$ cat config.mk
export PLATFORM = sky130hd
export DESIGN_NAME = cell_steer_top
export DESIGN_NICKNAME = d
export VERILOG_FILES = /design/src/rtl/cell_steer_pkg.sv /design/src/rtl/cell_hdr_decode.sv /design/src/rtl/cell_steer_policy.sv /design/src/rtl/cell_steer_outreg.sv /design/src/rtl/cell_drop_counter.sv /design/src/rtl/cell_steer_top.sv
export SDC_FILE = /design/constraint.sdc
export NUM_CORES = 1
export LEC_CHECK = 0
export BUFFER_PORTS_ARGS = -buffer_cell sky130_fd_sc_hd__buf_2
export CORE_MARGIN = 10
export CORE_UTILIZATION = 43
export DETAILED_ROUTE_END_ITERATION = 16
export GPL_ROUTABILITY_DRIVEN = 0
export MAX_ROUTING_LAYER = met4
export PLACE_DENSITY = 0.78
export SYNTH_ARGS = -nofsm -noshare
export SYNTH_HDL_FRONTEND = slang
export SYNTH_SLANG_ARGS = --single-unit
$ cat constraint.sdc
create_clock -name clk -period 2.4 [get_ports clk]
set_clock_uncertainty 0.15 [all_clocks]
set_input_delay 0.36 -clock clk [delete_from_list [all_inputs] [get_ports clk]]
set_output_delay 0.36 -clock clk [all_outputs]
set_load 0.01 [all_outputs]
$ cat src/rtl/cell_steer_pkg.sv
package cell_steer_pkg;
   typedef enum logic [0:0] {
      DEST_REASM = 1'b0,
      DEST_CPU   = 1'b1
   } dest_e;

   typedef enum logic [1:0] {
      SLOT_VC       = 2'd0,
      SLOT_UNK_USER = 2'd1,
      SLOT_UNK_OAM  = 2'd2
   } slot_e;

   typedef struct packed {
      logic  keep;
      dest_e dest;
      slot_e slot;
   } verdict_t;

   localparam int PTI_W = 3;
endpackage

$ cat src/rtl/cell_hdr_decode.sv
module cell_hdr_decode
   import cell_steer_pkg::*;
#(
   parameter int HDR_W         = 32,
   parameter bit OCTET4_AT_LSB = 1'b1
) (
   input  logic [HDR_W-1:0] hdr,
   output logic [PTI_W-1:0] pti,
   output logic             is_oam
);
   localparam int OCT_LO = OCTET4_AT_LSB ? 0 : HDR_W - 8;

   generate
      if (HDR_W < 32) begin : g_bad_width
         $error("cell_hdr_decode: HDR_W must hold four octets");
      end
   endgenerate

   logic [7:0] octet4;

   generate
      if (OCTET4_AT_LSB) begin : g_lsb
         assign octet4 = hdr[7:0];
      end else begin : g_msb
         assign octet4 = hdr[HDR_W-1 -: 8];
      end
   endgenerate

   assign pti    = octet4[3:1];
   assign is_oam = pti[PTI_W-1];

   logic unused_hdr;
   assign unused_hdr = ^{hdr, octet4[7:4], octet4[0], OCT_LO[0]};
endmodule

$ cat src/rtl/cell_steer_policy.sv
module cell_steer_policy
   import cell_steer_pkg::*;
(
   input  logic     is_oam,
   input  logic     known,
   input  logic     vc_oam_cpu,
   input  logic     vc_user_cpu,
   input  logic     unk_user_cpu,
   input  logic     unk_oam_cpu,
   output verdict_t verdict
);
   always_comb begin
      verdict = '{keep: 1'b1, dest: DEST_REASM, slot: SLOT_VC};
      if (known) begin
         if (is_oam ? vc_oam_cpu : vc_user_cpu) verdict.dest = DEST_CPU;
      end else if (is_oam) begin
         verdict.keep = unk_oam_cpu;
         verdict.dest = DEST_CPU;
         verdict.slot = SLOT_UNK_OAM;
      end else begin
         verdict.keep = unk_user_cpu;
         verdict.dest = DEST_CPU;
         verdict.slot = SLOT_UNK_USER;
      end
   end
endmodule

$ cat src/rtl/cell_steer_outreg.sv
module cell_steer_outreg
   import cell_steer_pkg::*;
#(
   parameter int TAG_W = 8
) (
   input  logic             clk,
   input  logic             rst_n,
   input  logic             in_valid,
   output logic             in_ready,
   input  verdict_t         verdict,
   input  logic [PTI_W-1:0] pti,
   input  logic [TAG_W-1:0] tag,
   output logic             drop_pulse,
   output logic             out_valid,
   input  logic             out_ready,
   output logic             out_dest,
   output logic [1:0]       out_slot,
   output logic [PTI_W-1:0] out_pti,
   output logic [TAG_W-1:0] out_tag
);
   generate
      if (TAG_W < 1) begin : g_bad_tag
         $error("cell_steer_outreg: TAG_W must be at least 1");
      end
   endgenerate

   logic accept;
   logic load;

   assign in_ready   = !out_valid || out_ready;
   assign accept     = in_valid && in_ready;
   assign load       = accept && verdict.keep;
   assign drop_pulse = accept && !verdict.keep;

   always_ff @(posedge clk or negedge rst_n) begin
      if (!rst_n) begin
         out_valid <= 1'b0;
         out_dest  <= 1'b0;
         out_slot  <= '0;
         out_pti   <= '0;
         out_tag   <= '0;
      end else if (in_ready) begin
         out_valid <= load;
         if (load) begin
            out_dest <= verdict.dest;
            out_slot <= verdict.slot;
            out_pti  <= pti;
            out_tag  <= tag;
         end
      end
   end
endmodule

$ cat src/rtl/cell_drop_counter.sv
module cell_drop_counter #(
   parameter int CNT_W    = 16,
   parameter bit SATURATE = 1'b1
) (
   input  logic             clk,
   input  logic             rst_n,
   input  logic             bump,
   output logic [CNT_W-1:0] count
);
   localparam logic [CNT_W-1:0] CNT_MAX = {CNT_W{1'b1}};

   generate
      if (CNT_W < 1 || CNT_W > 48) begin : g_bad_cnt
         $error("cell_drop_counter: CNT_W out of range");
      end
   endgenerate

   logic [CNT_W-1:0] next;

   generate
      if (SATURATE) begin : g_sat
         assign next = (count == CNT_MAX) ? count : count + 1'b1;
      end else begin : g_wrap
         assign next = count + 1'b1;
      end
   endgenerate

   always_ff @(posedge clk or negedge rst_n) begin
      if (!rst_n)    count <= '0;
      else if (bump) count <= next;
   end
endmodule

$ cat src/rtl/cell_steer_top.sv
module cell_steer_top
   import cell_steer_pkg::*;
#(
   parameter int HDR_W         = 32,
   parameter bit OCTET4_AT_LSB = 1'b1,
   parameter int TAG_W         = 8,
   parameter int CNT_W         = 16,
   parameter bit CNT_SATURATE  = 1'b1
) (
   input  logic             clk,
   input  logic             rst_n,
   input  logic             in_valid,
   output logic             in_ready,
   input  logic [HDR_W-1:0] in_hdr,
   input  logic [TAG_W-1:0] in_tag,
   input  logic             in_known,
   input  logic             in_vc_oam_cpu,
   input  logic             in_vc_user_cpu,
   input  logic             cfg_unk_user_cpu,
   input  logic             cfg_unk_oam_cpu,
   output logic             out_valid,
   input  logic             out_ready,
   output logic             out_dest,
   output logic [1:0]       out_slot,
   output logic [2:0]       out_pti,
   output logic [TAG_W-1:0] out_tag,
   output logic [CNT_W-1:0] drop_count
);
   logic [PTI_W-1:0] pti;
   logic             is_oam;
   verdict_t         verdict;
   logic             drop_pulse;

   cell_hdr_decode #(.HDR_W(HDR_W), .OCTET4_AT_LSB(OCTET4_AT_LSB)) u_dec (
      .hdr(in_hdr), .pti(pti), .is_oam(is_oam)
   );

   cell_steer_policy u_pol (
      .is_oam(is_oam), .known(in_known),
      .vc_oam_cpu(in_vc_oam_cpu), .vc_user_cpu(in_vc_user_cpu),
      .unk_user_cpu(cfg_unk_user_cpu), .unk_oam_cpu(cfg_unk_oam_cpu),
      .verdict(verdict)
   );

   cell_steer_outreg #(.TAG_W(TAG_W)) u_oreg (
      .clk(clk), .rst_n(rst_n),
      .in_valid(in_valid), .in_ready(in_ready),
      .verdict(verdict), .pti(pti), .tag(in_tag),
      .drop_pulse(drop_pulse),
      .out_valid(out_valid), .out_ready(out_ready),
      .out_dest(out_dest), .out_slot(out_slot),
      .out_pti(out_pti), .out_tag(out_tag)
   );

   cell_drop_counter #(.CNT_W(CNT_W), .SATURATE(CNT_SATURATE)) u_cnt (
      .clk(clk), .rst_n(rst_n), .bump(drop_pulse), .count(drop_count)
   );
endmodule

* Word level (Yosys, flattened, before mapping)
Index checks and enable logic that the tools add are counted.
** Storage, ports and cells
- Bits in registers :: 31
- Input bits :: 49
- Output and inout port bits :: 32
- Word-level logic and storage cells :: 23
** Operators by class
- $add $sub $neg :: 1
- Equality and inequality tests :: 1
- Multiplexer cells :: 6
- Bitwise logic cells :: 1
- Reductions and logical operators :: 8
** Operator list (count)
- 16-bit by 1-bit adder with 16-bit output (second input constant) :: 1
- 16-bit == test (second input constant) :: 1
- 1-bit two-way mux :: 4
- 4-bit two-way mux :: 1
- 2-bit AND reduction :: 2
- 1-bit logical AND :: 3
- 1-bit zero test :: 2
- 2-bit two-way mux :: 1
- 1-bit logical OR :: 1
- 1-bit NOT :: 1

* Longest topological paths before layout
Gate-level depths: netlist of the first run.
- Depth in word-level cells :: 5
- Depth in mapped cells :: 6
- Mapped depth without buffers :: 5

* By module
From an unflattened synthesis of the first run, not the netlist that was laid out.
** Unflattened totals
- Cells, all modules :: 116
- Area, all modules :: 1514.0 um^2
** Modules (own cells, without submodules)
- cell_drop_counter :: instances 1, cells each 69, area an instance 800.8 um^2, seq. area each 400.4 um^2
- cell_steer_outreg :: instances 1, cells each 37, area an instance 644.4 um^2, seq. area each 375.4 um^2
- cell_steer_policy :: instances 1, cells each 6, area an instance 38.8 um^2, seq. area each 0.0 um^2
- cell_hdr_decode :: instances 1, cells each 4, area an instance 30.0 um^2, seq. area each 0.0 um^2

* Least setup slack after synthesis of the first run
No wires, ideal clock.
- Kind :: reg2reg
- From :: register u_cnt.count[0]
- To :: register u_cnt.count[14]
- Library setup time :: 139 ps
- Arrival time :: 1852 ps
- Data required time :: 2111 ps
- Slack :: 258 ps
- Stages on the path, launching flop included :: 7
- Buffers on the path :: 1
- Period minus slack after synthesis :: 2142 ps
- Path through :: dfrtp_1 -> ha_1 -> nand4_1 -> nor4_1 -> clkbuf_1 -> nor4b_1 -> xor2_1
** On the way
- Word-level cells in the longest chain between the ends :: 3
- Elaborated cells between the ends (all ways) :: 4
- Classes of those cells :: 1 x add/sub; 1 x eq/ne; 1 x bitwise; 1 x reduce/logical
** RTL lines
- start: declaration :: line cell_drop_counter.sv:8 : output logic [CNT_W-1:0] count
- start signal: assignment :: line cell_drop_counter.sv:30 : else if (bump) count <= next;
- parallel branches: the longest is 3 deep, another holds 16-bit by 1-bit adder with 16-bit output
Parallel ways; which one is timed is not known.
A chain may end at the register's enable or synchronous reset.

* Final worst setup path of the first run
- From :: register u_cnt.count[0]
- To :: register u_cnt.count[12]
Same word-level chain as after synthesis.

==> impl_metrics.py, run 1 <==
metrics = {
    "run_status": {
        "outcome": "finished, final reports clean",
    },
    "logic_synthesis": {
        "synth.most_common_cell": "dfrtp_1",
        "netlist_area_um2": 1430,
        "yosysWarnings": 0,
        "synthTopCellsByCount": "dfrtp_1, xor2_1, mux2_2",
        "ys_seq_area_share_pct": 54.1,
        "yosysTopAreaCellShare_pct": 54.1,
        "synthCells": 114,
        "synthFlopType": "dfrtp_1",
        "synth-edff-count": 0,
        "synthArstFlopShare_pct": 100,
        "synth_nets": 164,
        "synth_top_area_cell": "dfrtp_1",
        "ys_ff_latch": 31,
        "synthTopCellsByArea": "dfrtp_1, mux2_2, xor2_1",
        "synth.distinct_cells": 31,
        "syn_avg_cell_area_um2": 12.6,
    },
    "placement": {
        "dpl.cell_count": 209,
        "dp_hpwl_um": 2490,
        "io_buffers": 51,
    },
    "clock_network": {
        "ctsResizeCount": 0,
        "h-tree-depth": 2,
        "cts_tree": "done",
        "clk_pin_slew_ns": 0.09,
        "cts_setup_buffers": 0,
        "root_buffer": "clkbuf_4",
        "clock-sinks": 31,
        "cts_max_path_buffers": 2,
        "insertion_delay_ns": 0.32,
        "cts_buffers": 5,
    },
    "layout": {
        "syn2layout_area_growth_pct": 26.0,
        "final_cells": 216,
        "n_antenna_cell": 0,
        "nets": 223,
        "fin_util_pct": 57.8,
        "drive_gt1_share_pct": 47.1,
    },
    "route": {
        "finalWirelength_um": 3230,
        "routed_via_density": 4.99,
        "drc": 0,
        "ant_nets": 0,
        "vias": 1077,
        "drtIter0Drc": 39,
        "first_pass_iters": 4,
        "wl_per_cell_um": 14.9,
    },
    "pwr": {
        "power.total_mw": 1.26,
        "p_per_area_nw_per_um2": 699,
        "ir_drop_mv": 0.421,
        "p_leak_nw": 0.903,
    },
    "timing": {
        "fin_hold_ws_ns": 0.116,
        "setup_viol": 0,
        "period_share_pct": 86.1,
        "slew_headroom_pct": 55.2,
        "rsz0062_at_grt": "no",
        "worstMarginPinSlew_ns": 0.673,
        "slew_viol_final": 0,
        "fin_crit_ns": 2.07,
        "hold_viol": 0,
        "setup_tns_ns": 0,
        "fmax_ghz": 0.484,
    },
    "floorplanning": {
        "start_util_pct": 45.8,
        "die_h_um": 77.7,
        "die_area_um2": 6040,
        "die_x_um": 77.7,
        "io_pins": 81,
        "fp-row-count": 20,
        "core_um2": 3130,
    },
    "run": {
        "max_cap_violations": 0,
    },
    "worst_setup_path": {
        "crit_chain": "ha_1, nand4_1, or2_2, nor3_1, mux2_2",
        "slowest_delay_ns": 0.42,
        "crit_required_ns": 2.46,
        "start_kind": "flip-flop",
        "arrival_ns": 2.13,
        "worstSetupPathType": "flip-flop to flip-flop",
        "crit_start": "u_cnt.count[0]$_DFFE_PN0P_",
        "slowest_stage": "dfrtp_1",
        "end_kind": "flip-flop",
        "timing.rr.start": "u_cnt.count[0]$_DFFE_PN0P_",
        "cp_top_family": "simple AND/OR/NAND/NOR gates",
        "crit_fanout": 4,
        "cp.buffers_inverters": 0,
    },
    "global_route": {
        "grt_pass1_vias": 1162,
        "grt_overflow": 0,
        "grt_antenna_before_repair": 0,
        "grt_max_degree": 32,
        "grt_pass1_wl_um": 5590,
        "grt_use_total_pct": 11.7,
    },
    "worst_hold_path": {
        "hp-start": "in_hdr[1]",
        "hold_class": "input pin to flip-flop",
    },
}
## through the flow
stage / setup slack (ns) / area, µm²
after global routing: 0.217 / 1810
after detailed placement: 0.0912 / 1760
after floorplan: 0.258 / 1430
after global placement: 0.0830 / 1760
after CTS: 0.344 / 1810
final: 0.333 / 1810
## registers in the layout, summed over array words and instances (netlist names)
| name | cells |
|---|---|
| u_cnt.count | 16 |
| u_oreg.out_tag | 8 |
| u_oreg.out_pti | 3 |
| u_oreg.out_slot | 2 |
| u_oreg.out_dest | 1 |
| u_oreg.out_valid | 1 |
## worst paths after layout
kind / depth (start not counted) / endpoint / slack (ns)
max: 5 / u_cnt.count[12]$_DFFE_PN0P_ / 0.33
min: 2 / u_oreg.out_pti[0]$_DFFE_PN0P_ / 0.12
max reg2reg: 5 / u_cnt.count[12]$_DFFE_PN0P_ / 0.33
min reg2reg: 2 / u_oreg.out_slot[1]$_DFFE_PN0P_ / 0.33
max in group asynchronous: 2 / u_oreg.out_pti[1]$_DFFE_PN0P_ / 1.21
min in group asynchronous: 2 / u_cnt.count[13]$_DFFE_PN0P_ / 0.45
## final cells by class
type	instances	area (µm²)
Multi-Input combinational cell	78	636
Fill cell	267	1320
Tap cell	44	55.1
Inverter	1	3.75
Sequential cell	31	776
Clock buffer	6	41.3
Timing Repair Buffer	56	295
## cells in the final DEF, fill, tap and decap left out, types with 2 or more instances in the layout
cell type  netlist  layout
buf_2            2      51
buf_4            0       4
clkbuf_4         0       5
dfrtp_1         31      31
mux2_2          13      13
nand2_1          9       9
nand2b_1         2       2
nand3_1          5       5
nand4_1          4       4
nor2_1           3       3
nor3_1           5       5
nor4_2           3       4
nor4_4           2       2
nor4b_1          3       3
xor2_1          14      14
## metal layers
layer | share of wire (%) | up-vias | routed length, µm | GRT usage [%]
met4 | 1.9 | 0 | 61 | 6.57
met2 | 52 | 23 | 1690 | 19.7
met3 | 4.9 | 4 | 159 | 3.11
met5 | 0 | - | 0 | -
li1 | - | 531 | - | -
met1 | 41 | 519 | 1320 | 12.0
## cell families after synthesis
kind of cell / after synthesis / share of synthesized area (%)
AO/OA/AOI/OAI: 5 / 2.27
XOR/XNOR: 14 / 8.55
adder cells (fa/ha/maj): 1 / 0.872
buffers and inverters: 5 / 2.01
flip-flops: 31 / 54.1
multiplexers: 15 / 12.0
AND/OR/NAND/NOR: 43 / 20.2
## report_power, final
group	internal, mW	total (mW)	switching (mW)
Clock	0.104	0.265	0.161
Combinational	0.151	0.309	0.158
Sequential	0.611	0.688	0.0769
Total	0.866	1.26	0.396
## repair_timing
| item | 4_1_cts | 5_1_grt |
|---|---|---|
| hold buffers | 1 | 0 |
| setup endpoints to repair | 0 | 0 |
| endpoints found under the hold margin | 31 | 0 |
(Power assumes the default switching activity.)
==> run 2, diff against run 1 <==
--- a/config.mk
+++ b/config.mk
@@ -7,11 +7,12 @@
 export LEC_CHECK = 0
 export BUFFER_PORTS_ARGS = -buffer_cell sky130_fd_sc_hd__buf_2
 export CORE_MARGIN = 10
-export CORE_UTILIZATION = 43
+export CORE_UTILIZATION = 44
 export DETAILED_ROUTE_END_ITERATION = 16
 export GPL_ROUTABILITY_DRIVEN = 0
 export MAX_ROUTING_LAYER = met4
-export PLACE_DENSITY = 0.78
+export PLACE_DENSITY = 0.79
 export SYNTH_ARGS = -nofsm -noshare
 export SYNTH_HDL_FRONTEND = slang
+export SYNTH_HIERARCHICAL = 1
 export SYNTH_SLANG_ARGS = --single-unit
==> run 2 against run 1 <==
Effect of this change: worst hold slack got worse by 0.014 ns; synthesized cell count is 1.8% higher; non-clock buffer count down 3; sequential cell count unchanged; power increased by 13%; core utilization is 1.7 points lower; final area is 3.5% higher; sequential power decreased by 2%; register-to-register slack improved by 0.03 ns; critical path depth decreased by 1; clock-buffer cell count stayed put; global-route usage increased by 0.14 points; critical path type unchanged.
==> impl_metrics.py, run 2 <==
metrics = {
    "run_status": {
        "outcome": "finished, final reports clean",
    },
    "logic_synthesis": {
        "ys_seq_area_share_pct": 51.2,
        "synthFlopType": "dfrtp_1",
        "syn_avg_cell_area_um2": 13.1,
        "synthArstFlopShare_pct": 100,
        "synth-edff-count": 0,
        "synth_nets": 166,
        "synthTopCellsByCount": "dfrtp_1, mux2_4, xor2_1",
        "synth.most_common_cell": "dfrtp_1",
        "netlist_area_um2": 1510,
        "yosysWarnings": 6,
        "yosysTopAreaCellShare_pct": 51.2,
        "synth_top_area_cell": "dfrtp_1",
        "synthTopCellsByArea": "dfrtp_1, mux2_4, xor2_1",
        "synth.distinct_cells": 35,
        "synthCells": 116,
        "ys_ff_latch": 31,
    },
    "timing": {
        "fmax_ghz": 0.491,
        "setup_viol": 0,
        "setup_tns_ns": 0,
        "worstMarginPinSlew_ns": 0.679,
        "slew_headroom_pct": 54.7,
        "fin_crit_ns": 2.04,
        "slew_viol_final": 0,
        "setup_ws_ns": 0.365,
        "fin_hold_ws_ns": 0.102,
        "period_share_pct": 84.8,
        "rsz0062_at_grt": "no",
        "hold_viol": 0,
    },
    "placement": {
        "dpl.cell_count": 208,
        "post-place-ws_ns": 0.181,
        "dpl-instance-area_um2": 1770,
        "io_buffers": 51,
    },
    "layout": {
        "n_antenna_cell": 0,
        "fin_util_pct": 56.0,
        "nets": 220,
        "final_cells": 217,
        "largest_register_ffs": 16,
        "regMostFlops": "u_cnt/count",
        "mostFrequentLayoutCells": "buf_2, dfrtp_1, mux2_4",
        "syn2layout_area_growth_pct": 23.5,
        "postLayoutCellArea_um2": 1870,
        "drive_gt1_share_pct": 48.0,
        "final_common_cell": "buf_2",
        "largestRegisters": "u_cnt/count (16), u_oreg/out_tag (8), u_oreg/out_pti (3)",
    },
    "floorplanning": {
        "die_x_um": 78.7,
        "die_h_um": 78.7,
        "fp-row-count": 21,
        "core_um2": 3340,
        "start_util_pct": 45.4,
        "die_area_um2": 6190,
        "io_pins": 81,
    },
    "clock_network": {
        "h-tree-depth": 2,
        "cts_max_path_buffers": 2,
        "cts_setup_buffers": 0,
        "cts_tree": "done",
        "clk_pin_slew_ns": 0.10,
        "ctsHoldBuffers": 1,
        "root_buffer": "clkbuf_4",
        "clock-sinks": 31,
        "cts_buffers": 5,
        "ctsResizeCount": 0,
        "insertion_delay_ns": 0.34,
    },
    "global_route": {
        "grt_use_total_pct": 11.8,
        "grt_pass1_vias": 1112,
        "grt_overflow": 0,
        "grt_pass1_wl_um": 5640,
        "grt_max_degree": 32,
        "grt_antenna_before_repair": 0,
    },
    "worst_setup_path": {
        "crit_fanout": 4,
        "start_kind": "flip-flop",
        "crit_required_ns": 2.47,
        "worstSetupPathType": "flip-flop to flip-flop",
        "end_kind": "flip-flop",
        "arrival_ns": 2.10,
    },
    "route": {
        "routed_via_density": 4.98,
        "vias": 1081,
        "first_pass_iters": 4,
        "top_layer": "met4",
        "wl_per_cell_um": 15.7,
        "drc": 0,
        "ant_nets": 0,
        "finalWirelength_um": 3420,
        "drtIter0Drc": 70,
        "dr_wl_met2_um": 1690,
        "routedLengthMet1_um": 1380,
        "wl_met3_um": 275,
    },
    "worst_hold_path": {
        "hold_class": "input pin to flip-flop",
    },
    "pwr": {
        "p_leak_nw": 0.999,
        "power.total_mw": 1.43,
        "p_per_area_nw_per_um2": 764,
        "ir_drop_mv": 0.357,
    },
    "run": {
        "max_cap_violations": 0,
    },
}
run 2: cell type report:
class | count | area, µm²
multi-input cells | 78 | 673
repair buffers | 53 | 273
well taps | 46 | 57.6
clock buffers | 6 | 51.3
fillers | 306 | 1470
clock inverters | 2 | 35.0
inverters | 1 | 3.75
flip-flops and latches | 31 | 776
run 2: per-layer routing:
layer	up-vias	global-route usage, %
met5	-	-
met4	0	5.38
met3	6	5.47
met2	29	18.7
met1	530	12.4
li1	516	-
run 2: final timing paths:
| kind | from | to | slack (ns) | cells after the start |
|---|---|---|---|---|
| max | u_cnt/count[0]$_DFFE_PN0P_ | u_cnt/count[1]$_DFFE_PN0P_ | 0.36 | 4 |
| min | in_tag[5] | u_oreg/out_tag[5]$_DFFE_PN0P_ | 0.10 | 2 |
| max reg2reg | u_cnt/count[0]$_DFFE_PN0P_ | u_cnt/count[1]$_DFFE_PN0P_ | 0.36 | 4 |
| min reg2reg | u_cnt/count[7]$_DFFE_PN0P_ | u_cnt/count[7]$_DFFE_PN0P_ | 0.36 | 1 |
| max in group asynchronous | rst_n | u_cnt/count[6]$_DFFE_PN0P_ | 1.22 | 2 |
| min in group asynchronous | rst_n | u_oreg/out_tag[0]$_DFFE_PN0P_ | 0.44 | 2 |
run 2: cell families after synthesis:
family / count (synthesis) / synth area share (%)
and+or+nand+nor: 41 / 18.3
buffers and inverters: 7 / 4.30
DFF: 31 / 51.2
xor gates and xnor gates: 12 / 6.94
AOI/OAI and AO/OA: 8 / 4.13
adders and majority gates: 1 / 0.826
muxes: 16 / 14.3
run 2: where the power goes:
group          internal [mW]  leakage [nW]  switching (mW)
Combinational          0.165         0.558           0.157
Sequential             0.604         0.393          0.0724
Clock                  0.246        0.0482           0.184
run 2: critical path: stages, from the launching register on:
cell and delay (ns):
dfrtp_1 0.42, ha_1 0.24, nand3_1 0.19, o41ai_2 0.56
mux2_1 0.36
==> run 3, diff against run 2 <==
--- a/config.mk
+++ b/config.mk
@@ -7,11 +7,11 @@
 export LEC_CHECK = 0
 export BUFFER_PORTS_ARGS = -buffer_cell sky130_fd_sc_hd__buf_2
 export CORE_MARGIN = 10
-export CORE_UTILIZATION = 44
+export CORE_UTILIZATION = 40
 export DETAILED_ROUTE_END_ITERATION = 16
 export GPL_ROUTABILITY_DRIVEN = 0
 export MAX_ROUTING_LAYER = met4
-export PLACE_DENSITY = 0.79
+export PLACE_DENSITY = 0.75
 export SYNTH_ARGS = -nofsm -noshare
 export SYNTH_HDL_FRONTEND = slang
 export SYNTH_HIERARCHICAL = 1
==> constraint.sdc (replaced) <==
create_clock -name clk -period 1.7 [get_ports clk]
set_clock_uncertainty 0.15 [all_clocks]
set_input_delay 0.255 -clock clk [delete_from_list [all_inputs] [get_ports clk]]
set_output_delay 0.255 -clock clk [all_outputs]
set_load 0.01 [all_outputs]
==> run 3 against run 2 <==
Effect of this change: register-to-register slack worse by 0.33 ns; combinational power increased by 110%; setup slack worse by 0.33 ns; largest power group unchanged; clock-buffer cell count rose by 1; first-iteration DRC count fell by 17%; highest routed layer unchanged; critical path depth is the same; power increased by 51%; largest cell class is now multi-input combinational cells; critical endpoint unchanged.
==> impl_metrics.py, run 3 (same netlist as run 2, synthesis figures left out) <==
metrics = {
    "global_route": {
        "grt_overflow": 0,
        "grt_pass1_wl_um": 6020,
        "grt_antenna_before_repair": 0,
        "grt_use_total_pct": 12.0,
        "grt_max_degree": 32,
        "grt_pass1_vias": 1249,
    },
    "layout": {
        "regMostFlops": "u_cnt/count",
        "mostFrequentLayoutCells": "buf_2, dfrtp_1, buf_4",
        "n_antenna_cell": 0,
        "largestRegisters": "u_cnt/count (16), u_oreg/out_tag (8), u_oreg/out_pti (3)",
        "syn2layout_area_growth_pct": 42.6,
        "final_common_cell": "buf_2",
        "largest_register_ffs": 16,
        "drive_gt1_share_pct": 59.1,
        "nets": 242,
    },
    "clock_network": {
        "clk_pin_slew_ns": 0.06,
        "h-tree-depth": 2,
        "cts_buffers": 5,
        "cts_max_path_buffers": 2,
        "insertion_delay_ns": 0.28,
        "root_buffer": "clkbuf_8",
        "clock-sinks": 31,
        "cts_tree": "done",
    },
    "floorplanning": {
        "core_um2": 3660,
        "die_x_um": 81.5,
        "io_pins": 81,
        "start_util_pct": 41.4,
        "die_h_um": 81.5,
        "die_area_um2": 6650,
        "fp-row-count": 22,
    },
    "worst_hold_path": {
        "hold_class": "input pin to flip-flop",
    },
    "route": {
        "routed_via_density": 4.71,
        "finalWirelength_um": 3720,
        "routedLengthMet1_um": 1430,
        "first_pass_iters": 4,
        "wl_met3_um": 224,
        "drtIter0Drc": 58,
        "drc": 0,
        "ant_nets": 0,
        "dr_wl_met2_um": 2050,
        "vias": 1135,
        "top_layer": "met4",
        "wl_per_cell_um": 15.4,
    },
    "timing": {
        "slew_viol_final": 0,
        "slew_headroom_pct": 52.7,
        "worstMarginPinSlew_ns": 0.710,
        "fmax_ghz": 0.600,
        "hold_viol": 0,
        "fin_hold_ws_ns": 0.0554,
        "rsz0062_at_grt": "yes",
        "period_share_pct": 98.0,
        "setup_viol": 0,
        "fin_crit_ns": 1.67,
        "setup_ws_ns": 0.0337,
    },
    "pwr": {
        "p_leak_nw": 1.11,
        "p_per_area_nw_per_um2": 997,
        "ir_drop_mv": 0.561,
    },
    "run_status": {
        "outcome": "finished, final reports clean",
    },
    "worst_setup_path": {
        "arrival_ns": 1.67,
        "crit_required_ns": 1.71,
        "start_kind": "flip-flop",
        "end_kind": "flip-flop",
        "crit_fanout": 4,
        "worstSetupPathType": "flip-flop to flip-flop",
    },
    "placement": {
        "post-place-ws_ns": -0.199,
        "dp_hpwl_um": 2800,
        "io_buffers": 51,
    },
    "run": {
        "max_cap_violations": 0,
    },
}
## run 3: final timing paths
| kind | start | end | slack [ns] | cells past startpoint |
|---|---|---|---|---|
| setup / recovery | u_cnt/count[1]$_DFFE_PN0P_ | u_cnt/count[1]$_DFFE_PN0P_ | 0.03 | 4 |
| hold / removal | in_tag[2] | u_oreg/out_tag[2]$_DFFE_PN0P_ | 0.06 | 2 |
| setup reg to reg | u_cnt/count[1]$_DFFE_PN0P_ | u_cnt/count[1]$_DFFE_PN0P_ | 0.03 | 4 |
| hold reg to reg | u_oreg/out_tag[5]$_DFFE_PN0P_ | u_oreg/out_tag[5]$_DFFE_PN0P_ | 0.36 | 1 |
| max in group asynchronous | rst_n | u_cnt/count[0]$_DFFE_PN0P_ | 0.52 | 2 |
| min in group asynchronous | rst_n | u_cnt/count[14]$_DFFE_PN0P_ | 0.41 | 2 |
## run 3: what timing repair did
item / in CTS / in global routing
endpoints found under the setup margin: 4 / 13
pin swaps: 2 / 7
resized for setup: 0 / 13
buffers inserted: 0 / 4
endpoints found under the hold margin: 31 / 0
hold buffers: 1 / 0
## run 3: per-stage QoR
| step | power, mW | instance area [µm²] | instances | setup TNS, ns | util (%) |
|---|---|---|---|---|---|
| final | 2.15 | 2160 | 241 | 0 | 59.0 |
| after global placement | 1.52 | 1970 | 228 | -1.24 | 53.9 |
| after detailed placement | 1.56 | 1970 | 228 | -1.70 | 53.9 |
| after global routing | 2.29 | 2160 | 241 | -0.284 | 59.0 |
| after CTS | 2.12 | 2070 | 237 | 0 | 56.4 |
| after floorplan | 1.25 | 1570 | 116 | -0.187 | - |
## run 3: worst max-delay path, cell delays in order, from the launching register on
cell and delay, ns:
dfrtp_1 0.40, ha_4 0.17, nand3_4 0.11, o41ai_4 0.36
mux2_1 0.36
## run 3: area by class of cell
| class | count | area (µm²) |
|---|---|---|
| Clock buffer | 7 | 76.3 |
| Tap cell | 48 | 60.1 |
| Inverter | 1 | 3.75 |
| Fill cell | 309 | 1500 |
| Sequential cell | 31 | 776 |
| Multi-Input combinational cell | 78 | 787 |
| Clock inverter | 1 | 5.00 |
| Timing Repair Buffer | 75 | 450 |
## run 3: layer usage
| layer | GRT usage (%) | up-vias |
|---|---|---|
| li1 | - | 560 |
| met1 | 12.7 | 544 |
| met2 | 20.3 | 27 |
| met3 | 4.48 | 4 |
| met4 | 4.15 | 0 |
| met5 | - | - |
## run 3: report_power, final
group | leakage (nW) | switching (mW) | total, mW | internal [mW]
clock | 0.0422 | 0.257 | 0.543 | 0.287
sequential | 0.393 | 0.0883 | 0.943 | 0.855
combinational | 0.678 | 0.310 | 0.665 | 0.355
total | 1.11 | 0.655 | 2.15 | 1.50
